===== src/rtl/pdp_seq_pkg.sv =====
package pdp_seq_pkg;
    typedef enum logic [1:0] {
        PH_IDLE    = 2'd0,
        PH_RESET   = 2'd1,
        PH_WRITE   = 2'd2,
        PH_SUSTAIN = 2'd3
    } phase_e;
endpackage


===== src/rtl/pdp_phase_timer.sv =====
module pdp_phase_timer #(
    parameter int W = 8
) (
    input  logic         clk,
    input  logic         rst_n,
    input  logic         clear,
    input  logic [W-1:0] last,
    output logic         done,
    output logic         first
);
    logic [W-1:0] cnt_q;

    assign done  = (cnt_q == last);
    assign first = (cnt_q == '0);

    always_ff @(posedge clk) begin
        if (!rst_n)      cnt_q <= '0;
        else if (clear)  cnt_q <= '0;
        else if (!done)  cnt_q <= cnt_q + 1'b1;
    end
endmodule


===== src/rtl/pdp_sustain_alt.sv =====
module pdp_sustain_alt #(
    parameter int PULSE_CYC = 500,
    parameter int PW        = 9
) (
    input  logic          clk,
    input  logic          rst_n,
    input  logic          clear,
    input  logic          active,
    input  logic [PW-1:0] pulses_last,
    output logic          sus_x,
    output logic          sus_y,
    output logic          done
);
    localparam int CW = (PULSE_CYC > 1) ? $clog2(PULSE_CYC) : 1;
    localparam logic [CW-1:0] CYC_LAST = CW'(PULSE_CYC - 1);

    logic [CW-1:0] cyc_q;
    logic [PW-1:0] pidx_q;
    logic          wrap;

    assign wrap  = (cyc_q == CYC_LAST);
    assign done  = active && wrap && (pidx_q == pulses_last);
    assign sus_x = active && !pidx_q[0];
    assign sus_y = active &&  pidx_q[0];

    always_ff @(posedge clk) begin
        if (!rst_n || clear) begin
            cyc_q  <= '0;
            pidx_q <= '0;
        end else if (active) begin
            if (wrap) begin
                cyc_q <= '0;
                if (!done) pidx_q <= pidx_q + 1'b1;
            end else begin
                cyc_q <= cyc_q + 1'b1;
            end
        end
    end

    // Pulse boundary inside a subframe hands the drive to the other electrode
    assert_alt_R4: assert property (@(posedge clk) disable iff (!rst_n)
        (active && !clear && wrap && !done) |=> (sus_x == $past(sus_y)) && (sus_y == $past(sus_x)));
endmodule


===== src/rtl/pdp_subframe_seq.sv =====
module pdp_subframe_seq
    import pdp_seq_pkg::*;
#(
    parameter int NUM_SF       = 8,
    parameter int RESET_CYC    = 5000,
    parameter int WRITE_CYC    = 175000,
    parameter int PULSE_CYC    = 500,
    parameter int FIRST_PULSES = 2,
    localparam int SF_W = (NUM_SF > 1) ? $clog2(NUM_SF) : 1
) (
    input  logic            clk,
    input  logic            rst_n,
    input  logic            frame_start,
    output logic [1:0]      phase,
    output logic [SF_W-1:0] subframe,
    output logic            ramp_en,
    output logic            write_en,
    output logic            scan_start,
    output logic            sus_x,
    output logic            sus_y,
    output logic            overrun
);
    localparam int TMAX = (RESET_CYC > WRITE_CYC) ? RESET_CYC : WRITE_CYC;
    localparam int TW   = $clog2(TMAX + 1);
    localparam int MAXP = FIRST_PULSES << (NUM_SF - 1);
    localparam int PW   = $clog2(MAXP + 1);
    localparam logic [SF_W-1:0] SF_LAST = SF_W'(NUM_SF - 1);

    phase_e          state_q, state_d;
    logic [SF_W-1:0] sf_q, sf_d;
    logic            overrun_q;
    logic            clear;
    logic [TW-1:0]   t_last;
    logic            t_done, t_first;
    logic [PW-1:0]   p_last;
    logic [31:0]     p_count;
    logic            s_done;
    logic            x_raw, y_raw;

    // Next state and subframe index
    always_comb begin
        state_d = state_q;
        sf_d    = sf_q;
        if (frame_start) begin
            state_d = PH_RESET;
            sf_d    = '0;
        end else begin
            unique case (state_q)
                PH_IDLE:    state_d = PH_IDLE;
                PH_RESET:   if (t_done) state_d = PH_WRITE;
                PH_WRITE:   if (t_done) state_d = PH_SUSTAIN;
                PH_SUSTAIN: if (s_done) begin
                    if (sf_q == SF_LAST) begin
                        state_d = PH_IDLE;
                        sf_d    = '0;
                    end else begin
                        state_d = PH_RESET;
                        sf_d    = sf_q + 1'b1;
                    end
                end
            endcase
        end
    end

    assign clear = frame_start || (state_d != state_q);

    // State register
    always_ff @(posedge clk) begin
        if (!rst_n) begin
            state_q   <= PH_IDLE;
            sf_q      <= '0;
            overrun_q <= 1'b0;
        end else begin
            state_q   <= state_d;
            sf_q      <= sf_d;
            overrun_q <= frame_start && (state_q != PH_IDLE);
        end
    end

    assign t_last  = (state_q == PH_WRITE) ? TW'(WRITE_CYC - 1) : TW'(RESET_CYC - 1);
    assign p_count = 32'(FIRST_PULSES) << sf_q;
    assign p_last  = PW'(p_count - 32'd1);

    pdp_phase_timer #(.W(TW)) u_timer (
        .clk   (clk),
        .rst_n (rst_n),
        .clear (clear),
        .last  (t_last),
        .done  (t_done),
        .first (t_first)
    );

    pdp_sustain_alt #(.PULSE_CYC(PULSE_CYC), .PW(PW)) u_sustain (
        .clk         (clk),
        .rst_n       (rst_n),
        .clear       (clear),
        .active      (state_q == PH_SUSTAIN),
        .pulses_last (p_last),
        .sus_x       (x_raw),
        .sus_y       (y_raw),
        .done        (s_done)
    );

    // Outputs
    always_comb begin
        phase      = state_q;
        subframe   = sf_q;
        overrun    = overrun_q;
        ramp_en    = 1'b0;
        write_en   = 1'b0;
        scan_start = 1'b0;
        sus_x      = 1'b0;
        sus_y      = 1'b0;
        unique case (state_q)
            PH_IDLE:    ;
            PH_RESET:   ramp_en = 1'b1;
            PH_WRITE: begin
                write_en   = 1'b1;
                scan_start = t_first;
            end
            PH_SUSTAIN: begin
                sus_x = x_raw;
                sus_y = y_raw;
            end
        endcase
    end

    assert_reset_exit_R1: assert property (@(posedge clk) disable iff (!rst_n)
        (state_q == PH_RESET && !frame_start) |=> (state_q == PH_RESET || state_q == PH_WRITE));
    assert_write_exit_R1: assert property (@(posedge clk) disable iff (!rst_n)
        (state_q == PH_WRITE && !frame_start) |=> (state_q == PH_WRITE || state_q == PH_SUSTAIN));
    assert_drive_excl_R4: assert property (@(posedge clk) disable iff (!rst_n)
        $onehot0({sus_x, sus_y, ramp_en, write_en}));
    assert_scan_single_R5: assert property (@(posedge clk) disable iff (!rst_n)
        scan_start |=> !scan_start);
    assert_idle_quiet_R7: assert property (@(posedge clk) disable iff (!rst_n)
        (state_q == PH_IDLE) |-> !(sus_x || sus_y || ramp_en || write_en || scan_start));
    assert_start_R8: assert property (@(posedge clk) disable iff (!rst_n)
        frame_start |=> (state_q == PH_RESET && sf_q == '0));
    assert_overrun_R9: assert property (@(posedge clk) disable iff (!rst_n)
        (frame_start && state_q != PH_IDLE) |=> overrun);
endmodule


===== config.mk =====
export PLATFORM = sky130hd
export DESIGN_NAME = pdp_subframe_seq
export DESIGN_NICKNAME = d
export VERILOG_FILES = /design/src/rtl/pdp_seq_pkg.sv /design/src/rtl/pdp_phase_timer.sv /design/src/rtl/pdp_sustain_alt.sv /design/src/rtl/pdp_subframe_seq.sv
export SDC_FILE = /design/constraint.sdc
export NUM_CORES = 1
export LEC_CHECK = 0
export ABC_AREA = 1
export BUFFER_PORTS_ARGS = -buffer_cell sky130_fd_sc_hd__buf_4
export CAP_MARGIN = 20
export CORE_ASPECT_RATIO = 1.1
export CORE_MARGIN = 1.5
export CORE_UTILIZATION = 57
export DETAILED_ROUTE_END_ITERATION = 10
export GPL_ROUTABILITY_DRIVEN = 0
export HOLD_SLACK_MARGIN = 0.02
export PLACE_DENSITY = 0.75
export SYNTH_ARGS = -nofsm -noshare
export SYNTH_HDL_FRONTEND = slang
export SYNTH_SLANG_ARGS = --single-unit
export TNS_END_PERCENT = 10

===== constraint.sdc =====
create_clock -name clk -period 3.1 [get_ports clk]
set_input_delay 0.155 -clock clk [delete_from_list [all_inputs] [get_ports clk]]
set_output_delay 0.155 -clock clk [all_outputs]
set_load 0.05 [all_outputs]

==> results of run 1 <==
==> where the power goes <==
group / switching, µW / internal (µW) / total [µW]
clock: 202 / 241 / 443
combinational: 37.2 / 13.7 / 50.9
sequential: 2.30 / 541 / 544
==> through the flow <==
stage               total power, µW  hold slack [ps]  setup WS (ps)
global placement                607              443            458
finish                         1040              136            350
global route                   1070              157           73.5
CTS                            1040              124            336
floorplan                       601              316            232
detailed placement              608              426            361
==> sequential cells by signal (all words and copies together) (netlist names) <==
signal / count
u_sustain.pidx_q: 9
phase: 2
u_sustain.cyc_q: 9
u_timer.cnt_q: 18
subframe: 3
overrun: 1
==> cells by family after synthesis <==
group / Yosys count
XOR/XNOR: 20
flip-flops: 42
AND/OR/NAND/NOR: 262
adder cells (fa/ha/maj): 11
AO/OA/AOI/OAI: 23
buffers and inverters: 74
==> layer usage <==
| layer | track usage [%] | vias up | share of wire (%) |
|---|---|---|---|
| li1 | - | 1389 | - |
| met1 | 27.2 | 1137 | 47 |
| met2 | 40.4 | 31 | 50 |
| met3 | 3.91 | 10 | 2.0 |
| met4 | 7.74 | 0 | 1.7 |
| met5 | 0 | - | 0 |
==> cell usage after synthesis, types with 3 or more instances <==
master	count	area share, %
a21oi_1	6	0.98
nand2_2	10	2.0
nor2_1	48	5.9
nor3_1	11	1.8
inv_1	64	7.9
nand3_1	33	5.4
dfxtp_1	42	28
nand3_2	4	1.3
nand4_1	10	2.0
o21ai_0	13	2.1
nor2_2	4	0.82
buf_12	3	2.0
nor2_4	34	13
nor4_1	5	1.0
ha_1	11	4.5
nand2_1	96	12
xor2_1	19	5.4
inv_2	5	0.61
==> worst max-delay path, stage by stage, from the launching register on <==
cell,delay [ps]
dfxtp_1,360
inv_1,120
ha_1,320
nand2_4,100
ha_1,320
nand2_1,80
nand2_1,40
nor2_1,80
nand2_1,80
nor2_2,120
nand2_2,70
nor2_4,120
nand3_4,110
nand2_1,100
nand2_1,50
nand2_1,70
nor2_2,50
nand2_4,60
buf_4,320
nor2_4,40
==> final cells by class <==
cell class | instances | area, µm² | area share, %
repair buffers | 16 | 133 | 4.02
clock buffers | 6 | 72.6 | 2.20
flip-flops and latches | 42 | 841 | 25.5
clock inverters | 2 | 37.5 | 1.14
multi-input cells | 316 | 1870 | 56.8
well taps | 58 | 72.6 | 2.20
inverters | 70 | 268 | 8.12
==> path summary, 6_finish.rpt <==
path	startpoint	end	slack [ps]	cells past startpoint
max	subframe[0]	u_timer.cnt_q[15]	350	19
min	frame_start	phase[1]	140	4
max reg2reg	subframe[0]	u_timer.cnt_q[15]	350	19
min reg2reg	subframe[2]	subframe[2]	570	2
==> flow_metrics.env, run 1 <==
export IMPL_vias_per_std_cell=5.03
export IMPL_fp_dieArea_mm2=0.00581
export IMPL_syn2layout_area_growth_pct=7.99
export IMPL_timing_final_hold_violations=0
export IMPL_drt_drc_violations_left=0
export IMPL_worst_skew_pair_late_latency_ps=300
export IMPL_worstMarginPinSlew_ps=511
export IMPL_cts_resized=0
export IMPL_clock_tree_from_tritoncts="yes"
export IMPL_run_status="completed"
export IMPL_startpoint_type="register"
export IMPL_slew_violations=0
export IMPL_flip_flop_and_latch_count_after_synthesis=42
export IMPL_floorplan_die_width_um=72.8
export IMPL_half_perimeter_wire_length_after_placement_um=4500
export IMPL_initial_utilization_pct=60.3
export IMPL_grt_use_total_pct=22.7
export IMPL_synth_compound_area_share_pct=4.14
export IMPL_detailroute_via_count=2567
export IMPL_die_height_um=79.8
export IMPL_synth_xor_area_share_pct=5.74
export IMPL_timing_fmax_mhz=364
export IMPL_maxCapViolations=0
export IMPL_hp_class="input pin to register"
export IMPL_detail_route_first_pass_iterations=4
export IMPL_postCtsSetupBuffers=0
export IMPL_ios=14
export IMPL_drt_wirelength_per_cell_um=11.4
export IMPL_finalCritPeriodShare_pct=88.7
export IMPL_core_region_area_mm2=0.00507
export IMPL_synth_sequential_area_ratio_pct=27.5
export IMPL_timing_slew_headroom_pct=65.7
export IMPL_placed_cells=502
export IMPL_p_leak_uw=0.00128
export IMPL_layout_utilization_pct=65.1
export IMPL_largest_fanout_on_the_critical_path=11
export IMPL_cp_arrival_ps=2940
export IMPL_synth_async_reset_ratio_pct=0
export IMPL_ctsHtreeMaxLevel=2
export IMPL_clk_transition_reported_paths_ps=80
export IMPL_layout_cells_most_common_list="nand2_1 (96), inv_1 (64), nor2_1 (48)"
export IMPL_post_route_cells_drive_above_1_share_pct=19.5
export IMPL_first_global_vias=2491
export IMPL_detailed_place_area_mm2=0.00319
export IMPL_synth_top_family_by_area="simple AND/OR/NAND/NOR gates"
export IMPL_period_minus_slack_ps=2750
export IMPL_rows=27
export IMPL_final_fill_count=468
export IMPL_syn_cell_area_mm2=0.00305
export IMPL_root_buffer_cell="clkbuf_8"
export IMPL_diodes=0
export IMPL_timing_final_setup_violations=0
export IMPL_syn_mean_instance_area_um2=7.07
export IMPL_synth_edff_count=0
export IMPL_numPortBuffers=13
export IMPL_power_density_cell_area_mw_per_mm2=314
export IMPL_multiplexer_fraction_of_the_synthesized_cell_area_pct=0
export IMPL_synth_ff_type="dfxtp_1"
export IMPL_post_synth_fa_ha_maj_area_fraction_pct=4.51
export IMPL_largest_net_degree_at_the_start_of_global_routing=26
export IMPL_global_route_wire_length_before_repair_um=10400
export IMPL_worst_ir_drop_vdd_v=0.000236
export IMPL_grt_remaining_overflow=0
export IMPL_finClkSkew_ps=5.52
export IMPL_cts_path_max_buffers=2
export IMPL_synthesis_nets=446
export IMPL_yosysWarningCount=0
export IMPL_numCtsBuffers=5
export IMPL_numClockSinks=42
export IMPL_post_synth_and_or_nand_nor_area_fraction_pct=47.0
export IMPL_synthCells=432
export IMPL_fin_cells=510
export IMPL_cp_end_kind="register"
export IMPL_grt_antenna_before_repair=0
export IMPL_mostFrequentLayoutCell="nand2_1"
export IMPL_worst_ep_required_time_ps=3290
export IMPL_drt_wl_total_um=5830
export IMPL_finalInstanceArea_mm2=0.00330
export IMPL_unrepaired_setup_endpoints_after_global_routing="no"
export IMPL_fin_setup_tns_ps=0
export IMPL_antenna_left=0
export IMPL_criticalPathCategory="register to register"
export IMPL_finish_net_count=465
export IMPL_drt_initial_drc_count=140
export IMPL_holdBufCountCts=0
export IMPL_yosys_cell_types_count=30
Note: power is estimated with default switching activity, not from simulation.
==> run 2: changes to the inputs <==
--- a/config.mk
+++ b/config.mk
@@ -10,11 +10,12 @@
 export CAP_MARGIN = 20
 export CORE_ASPECT_RATIO = 1.1
 export CORE_MARGIN = 1.5
-export CORE_UTILIZATION = 57
+export CORE_UTILIZATION = 62
+export CTS_BUF_LIST = sky130_fd_sc_hd__clkbuf_4 sky130_fd_sc_hd__clkbuf_8 sky130_fd_sc_hd__clkbuf_16
 export DETAILED_ROUTE_END_ITERATION = 10
 export GPL_ROUTABILITY_DRIVEN = 0
 export HOLD_SLACK_MARGIN = 0.02
-export PLACE_DENSITY = 0.75
+export PLACE_DENSITY = 0.8
 export SYNTH_ARGS = -nofsm -noshare
 export SYNTH_HDL_FRONTEND = slang
 export SYNTH_SLANG_ARGS = --single-unit
==> run 2 against run 1 <==
Effect of this change: critical path depth down 1; combinational power grew 9.2%; first-iteration DRC count is 5.0% higher; maximum frequency fell by 1.2%; clock power shrank 22%.
==> flow_metrics.env, run 2 (synthesized netlist as in run 1, its figures left out) <==
export IMPL_run_status="completed"
export IMPL_max_flop_register="u_timer.cnt_q"
export IMPL_mostFrequentLayoutCell="nand2_1"
export IMPL_numCtsBuffers=5
export IMPL_syn2layout_area_growth_pct=7.87
export IMPL_finish_net_count=465
export IMPL_antenna_left=0
export IMPL_final_total_power_uw=945
export IMPL_cp_end_kind="register"
export IMPL_fp_dieArea_mm2=0.00536
export IMPL_ctsHtreeMaxLevel=2
export IMPL_final_critical_path_setup_slack_ps=316
export IMPL_drt_wirelength_per_cell_um=11.6
export IMPL_diodes=0
export IMPL_slew_violations=0
export IMPL_hp_class="input pin to register"
export IMPL_startpoint_type="register"
export IMPL_clock_tree_from_tritoncts="yes"
export IMPL_global_route_wire_length_before_repair_um=10100
export IMPL_drt_drc_violations_left=0
export IMPL_drt_initial_drc_count=147
export IMPL_grt_remaining_overflow=0
export IMPL_reg2reg_depth=18
export IMPL_postCtsSetupBuffers=0
export IMPL_flip_flop_count_of_the_largest_register_all_copies_and_words_added=18
export IMPL_largest_net_degree_at_the_start_of_global_routing=14
export IMPL_die_height_um=76.6
export IMPL_critical_path_startpoint="subframe[0]"
export IMPL_core_region_area_mm2=0.00468
export IMPL_timing_final_hold_violations=0
export IMPL_fin_hold_ws_ps=147
export IMPL_numClockSinks=42
export IMPL_ios=14
export IMPL_half_perimeter_wire_length_after_placement_um=4640
export IMPL_setup_slack_after_placement_ps=338
export IMPL_vias_per_std_cell=5.16
export IMPL_worst_ep_required_time_ps=3280
export IMPL_destination_of_the_worst_register_to_register_timing_path="u_sustain.cyc_q[7]"
export IMPL_initial_utilization_pct=65.2
export IMPL_detail_route_first_pass_iterations=4
export IMPL_p_leak_uw=0.00128
export IMPL_cts_path_max_buffers=2
export IMPL_worstMarginPinSlew_ps=563
export IMPL_cts_resized=0
export IMPL_r2r_slack_ps=320
export IMPL_finalCritPeriodShare_pct=89.8
export IMPL_maxCapViolations=0
export IMPL_drt_wl_total_um=5890
export IMPL_largest_fanout_on_the_critical_path=13
export IMPL_timing_final_setup_violations=0
export IMPL_crit_end="u_sustain.cyc_q[7]"
export IMPL_fin_setup_tns_ps=0
export IMPL_first_global_vias=2485
export IMPL_cp_arrival_ps=2970
export IMPL_holdBufCountCts=0
export IMPL_finClkSkew_ps=4.32
export IMPL_worst_skew_pair_late_latency_ps=290
export IMPL_worst_ir_drop_vdd_v=0.000252
export IMPL_post_route_cells_drive_above_1_share_pct=19.5
export IMPL_root_buffer_cell="clkbuf_8"
export IMPL_criticalPathCategory="register to register"
export IMPL_period_minus_slack_ps=2780
export IMPL_layout_utilization_pct=70.3
export IMPL_detailroute_via_count=2616
export IMPL_regToRegStartpoint="subframe[0]"
export IMPL_floorplan_die_width_um=69.9
export IMPL_rows=26
export IMPL_clk_transition_reported_paths_ps=80
export IMPL_numPortBuffers=13
export IMPL_timing_slew_headroom_pct=62.2
export IMPL_unrepaired_setup_endpoints_after_global_routing="no"
export IMPL_final_fill_count=417
export IMPL_grt_antenna_before_repair=0
export IMPL_whs_path_depth=3
export IMPL_largestRegisters="u_timer.cnt_q: 18 flops, u_sustain.cyc_q: 9 flops, u_sustain.pidx_q: 9 flops"
export IMPL_power_density_cell_area_mw_per_mm2=287
export IMPL_timing_fmax_mhz=359
export IMPL_grt_use_total_pct=22.8
export IMPL_layout_cells_most_common_list="nand2_1 (96), inv_1 (64), nor2_1 (48)"
==> run 2: critical path: stages (launching register included) <==
cell and delay [ps]:
dfxtp_1 410, inv_1 100, ha_1 300, nand2_4 130, ha_1 220, inv_1 90
nor2_1 130, nand3_1 100, nand3_1 80, nand2_1 120, nor2_4 170, nand3_4 110
nand2_1 100, nand2_1 60, nand2_1 70, nor2_2 50, nand2_4 170, buf_12 220
nor2_1 50
==> run 2: cell type report <==
type	instances	area (µm²)	area share (%)
clock buffers	7	83.8	2.54
well taps	56	70.1	2.13
repair buffers	16	158	4.79
multi-input cells	316	1870	56.9
flip-flops and latches	42	841	25.5
inverters	70	268	8.13
==> run 2: layer usage <==
layer	global-route usage (%)	vias up	share of wire (%)	wire, µm
met3	3.70	24	3.0	179
li1	-	1381	-	-
met2	39.9	49	49	2910
met1	25.5	1162	43	2550
met5	0	-	0	0
met4	14.2	0	4.1	244
==> run 2: worst min-delay path by stage <==
stage,from,slack [ps],end
after global placement,rst_n,440,phase[1]
after detailed placement,rst_n,440,phase[1]
after CTS,rst_n,140,phase[1]
after floorplan,frame_start,320,phase[1]
final,rst_n,150,phase[1]
after global routing,frame_start,160,phase[1]
==> run 2: power by group <==
part | switching [µW] | internal (µW) | total [µW]
Clock | 173 | 173 | 346
Sequential | 2.05 | 541 | 543
Combinational | 37.9 | 17.8 | 55.6
Total | 213 | 732 | 945
==> run 2: through the flow <==
step                      cell area (µm²)  std cells
final                                3290        507
after global routing                 3290        507
after CTS                            3290        507
after detailed placement             3210        500
after global placement               3210        500
after floorplan                      3050        432
==> run 3: changes to the inputs <==
--- a/config.mk
+++ b/config.mk
@@ -10,12 +10,12 @@
 export CAP_MARGIN = 20
 export CORE_ASPECT_RATIO = 1.1
 export CORE_MARGIN = 1.5
-export CORE_UTILIZATION = 62
+export CORE_UTILIZATION = 60
 export CTS_BUF_LIST = sky130_fd_sc_hd__clkbuf_4 sky130_fd_sc_hd__clkbuf_8 sky130_fd_sc_hd__clkbuf_16
 export DETAILED_ROUTE_END_ITERATION = 10
 export GPL_ROUTABILITY_DRIVEN = 0
 export HOLD_SLACK_MARGIN = 0.02
-export PLACE_DENSITY = 0.8
+export PLACE_DENSITY = 0.78
 export SYNTH_ARGS = -nofsm -noshare
 export SYNTH_HDL_FRONTEND = slang
 export SYNTH_SLANG_ARGS = --single-unit
==> run 3 against run 2 <==
Effect of this change: critical path depth stayed put; clock power is 11% higher; final cell count is 0.59% higher; total power is 3.7% higher; register-to-register slack better by 50 ps; global-route usage is 0.40 points lower; die area is 3.2% higher; hold slack worse by 16 ps; via count is 0.54% lower; combinational power is 7.9% lower; clock-buffer cell count stayed put; setup slack better by 47 ps.
==> flow_metrics.env, run 3 (synthesized netlist as in run 1, its figures left out) <==
export IMPL_cpPeakStageDelay_ps=410
export IMPL_mostFrequentLayoutCell="nand2_1"
export IMPL_timing_final_setup_violations=0
export IMPL_startpoint_type="register"
export IMPL_timing_slew_headroom_pct=63.9
export IMPL_finalInstanceArea_mm2=0.00328
export IMPL_detailed_place_area_mm2=0.00319
export IMPL_detail_route_first_pass_iterations=4
export IMPL_diodes=0
export IMPL_ctsHtreeMaxLevel=2
export IMPL_worst_ir_drop_vdd_v=0.000225
export IMPL_power_density_cell_area_mw_per_mm2=298
export IMPL_ios=14
export IMPL_cp_slowest_cell="dfxtp_1"
export IMPL_largest_fanout_on_the_critical_path=15
export IMPL_cts_resized=0
export IMPL_global_route_wire_length_before_repair_um=10000
export IMPL_flip_flop_count_of_the_largest_register_all_copies_and_words_added=18
export IMPL_worst_ep_required_time_ps=3290
export IMPL_layout_cells_most_common_list="nand2_1 (96), inv_1 (64), nor2_1 (48)"
export IMPL_p_leak_uw=0.00128
export IMPL_largestRegisters="u_timer.cnt_q: 18 flops, u_sustain.cyc_q: 9 flops, u_sustain.pidx_q: 9 flops"
export IMPL_numPortBuffers=13
export IMPL_postCtsSetupBuffers=0
export IMPL_critPathBufInv=3
export IMPL_cts_path_max_buffers=2
export IMPL_worst_skew_pair_late_latency_ps=300
export IMPL_unrepaired_setup_endpoints_after_global_routing="no"
export IMPL_grt_use_total_pct=22.4
export IMPL_cp_common_cell="nand2_1"
export IMPL_antenna_left=0
export IMPL_drt_initial_drc_count=137
export IMPL_worstMarginPinSlew_ps=537
export IMPL_max_flop_register="u_timer.cnt_q"
export IMPL_slew_violations=0
export IMPL_detailroute_via_count=2602
export IMPL_drt_drc_violations_left=0
export IMPL_initial_utilization_pct=61.5
export IMPL_holdBufCountCts=0
export IMPL_critical_path_cell_chain="inv_1, ha_1, nand2_4, ha_1, inv_1, nor2_1, nand3_1, nand3_1, nand2_1, nor2_4, nand3_4, nand2_1, nand2_1, nand2_1, nor2_2, nand2_4, buf_4, nor2_1"
export IMPL_largest_net_degree_at_the_start_of_global_routing=22
export IMPL_rows=27
export IMPL_finish_net_count=465
export IMPL_criticalPathCategory="register to register"
export IMPL_die_height_um=77.8
export IMPL_fp_dieArea_mm2=0.00553
export IMPL_timing_fmax_mhz=365
export IMPL_finClkSkew_ps=7.36
export IMPL_run_status="completed"
export IMPL_final_total_power_uw=979
export IMPL_clk_transition_reported_paths_ps=80
export IMPL_half_perimeter_wire_length_after_placement_um=4600
export IMPL_period_minus_slack_ps=2740
export IMPL_numCtsBuffers=5
export IMPL_first_global_vias=2391
export IMPL_grt_remaining_overflow=0
export IMPL_vias_per_std_cell=5.10
export IMPL_crit_family="simple AND/OR/NAND/NOR gates"
export IMPL_clock_tree_from_tritoncts="yes"
export IMPL_timing_final_hold_violations=0
export IMPL_cp_arrival_ps=2930
export IMPL_post_route_cells_drive_above_1_share_pct=19.7
export IMPL_fin_setup_tns_ps=0
export IMPL_grt_antenna_before_repair=0
export IMPL_core_region_area_mm2=0.00497
export IMPL_drt_wl_total_um=5960
export IMPL_hp_class="input pin to register"
export IMPL_finalCritPeriodShare_pct=88.3
export IMPL_root_buffer_cell="clkbuf_8"
export IMPL_syn2layout_area_growth_pct=7.50
export IMPL_floorplan_die_width_um=71.0
export IMPL_maxCapViolations=0
export IMPL_drt_wirelength_per_cell_um=11.7
export IMPL_numClockSinks=42
export IMPL_cp_end_kind="register"
run 3: cell count changes in the layout (fill, tap and decap cells not counted):
cell	previous run	this run
buf_4	13	15
clkbuf_8	5	6
clkbuf_4	2	1
clkinv_2	0	1
buf_12	3	1
run 3: path summary, 6_finish.rpt:
kind | startpoint | slack [ps] | to | cells past startpoint
max | subframe[0] | 360 | u_sustain.pidx_q[3] | 18
min | rst_n | 130 | phase[1] | 3
max reg2reg | subframe[0] | 360 | u_sustain.pidx_q[3] | 18
min reg2reg | subframe[2] | 580 | subframe[2] | 2
run 3: cell type report:
class,instances,area [µm²]
clock inverter,1,5.00
multi-input combinational,316,1870
clock buffer,7,90.1
fill,422,1680
inverter,70,268
sequential,42,841
tap,58,72.6
timing repair buffer,16,133
run 3: worst reg2reg max path: cells and delay by family (launching register included):
family / cells / cell delay, ps
adder cells (fa/ha/maj): 2 / 500
AND/OR/NAND/NOR: 13 / 1220
buffers and inverters: 3 / 500
flip-flops: 1 / 410
run 3: stage by stage:
step | util, % | hold slack, ps | std cells | worst slack [ps]
floorplan | - | 316 | 432 | 232
global placement | 64.2 | 435 | 502 | 449
detailed placement | 64.2 | 425 | 502 | 376
CTS | 66.1 | 118 | 510 | 357
global route | 66.1 | 135 | 510 | 30.5
finish | 66.1 | 131 | 510 | 363
run 3: report_power, final:
group          switching, µW  internal [µW]  total, µW  leakage (µW)
combinational           37.4           13.8       51.2      0.000888
clock                    196            189        385     0.0000517
sequential              2.39            541        544      0.000339
total                    236            744        979       0.00128
run 3: layer usage:
layer	up-vias	GRT usage, %	share of wire [%]
met5	-	0	0
li1	1382	-	-
met3	8	3.90	2.2
met4	0	7.55	1.7
met1	1183	25.1	44
met2	29	42.1	52
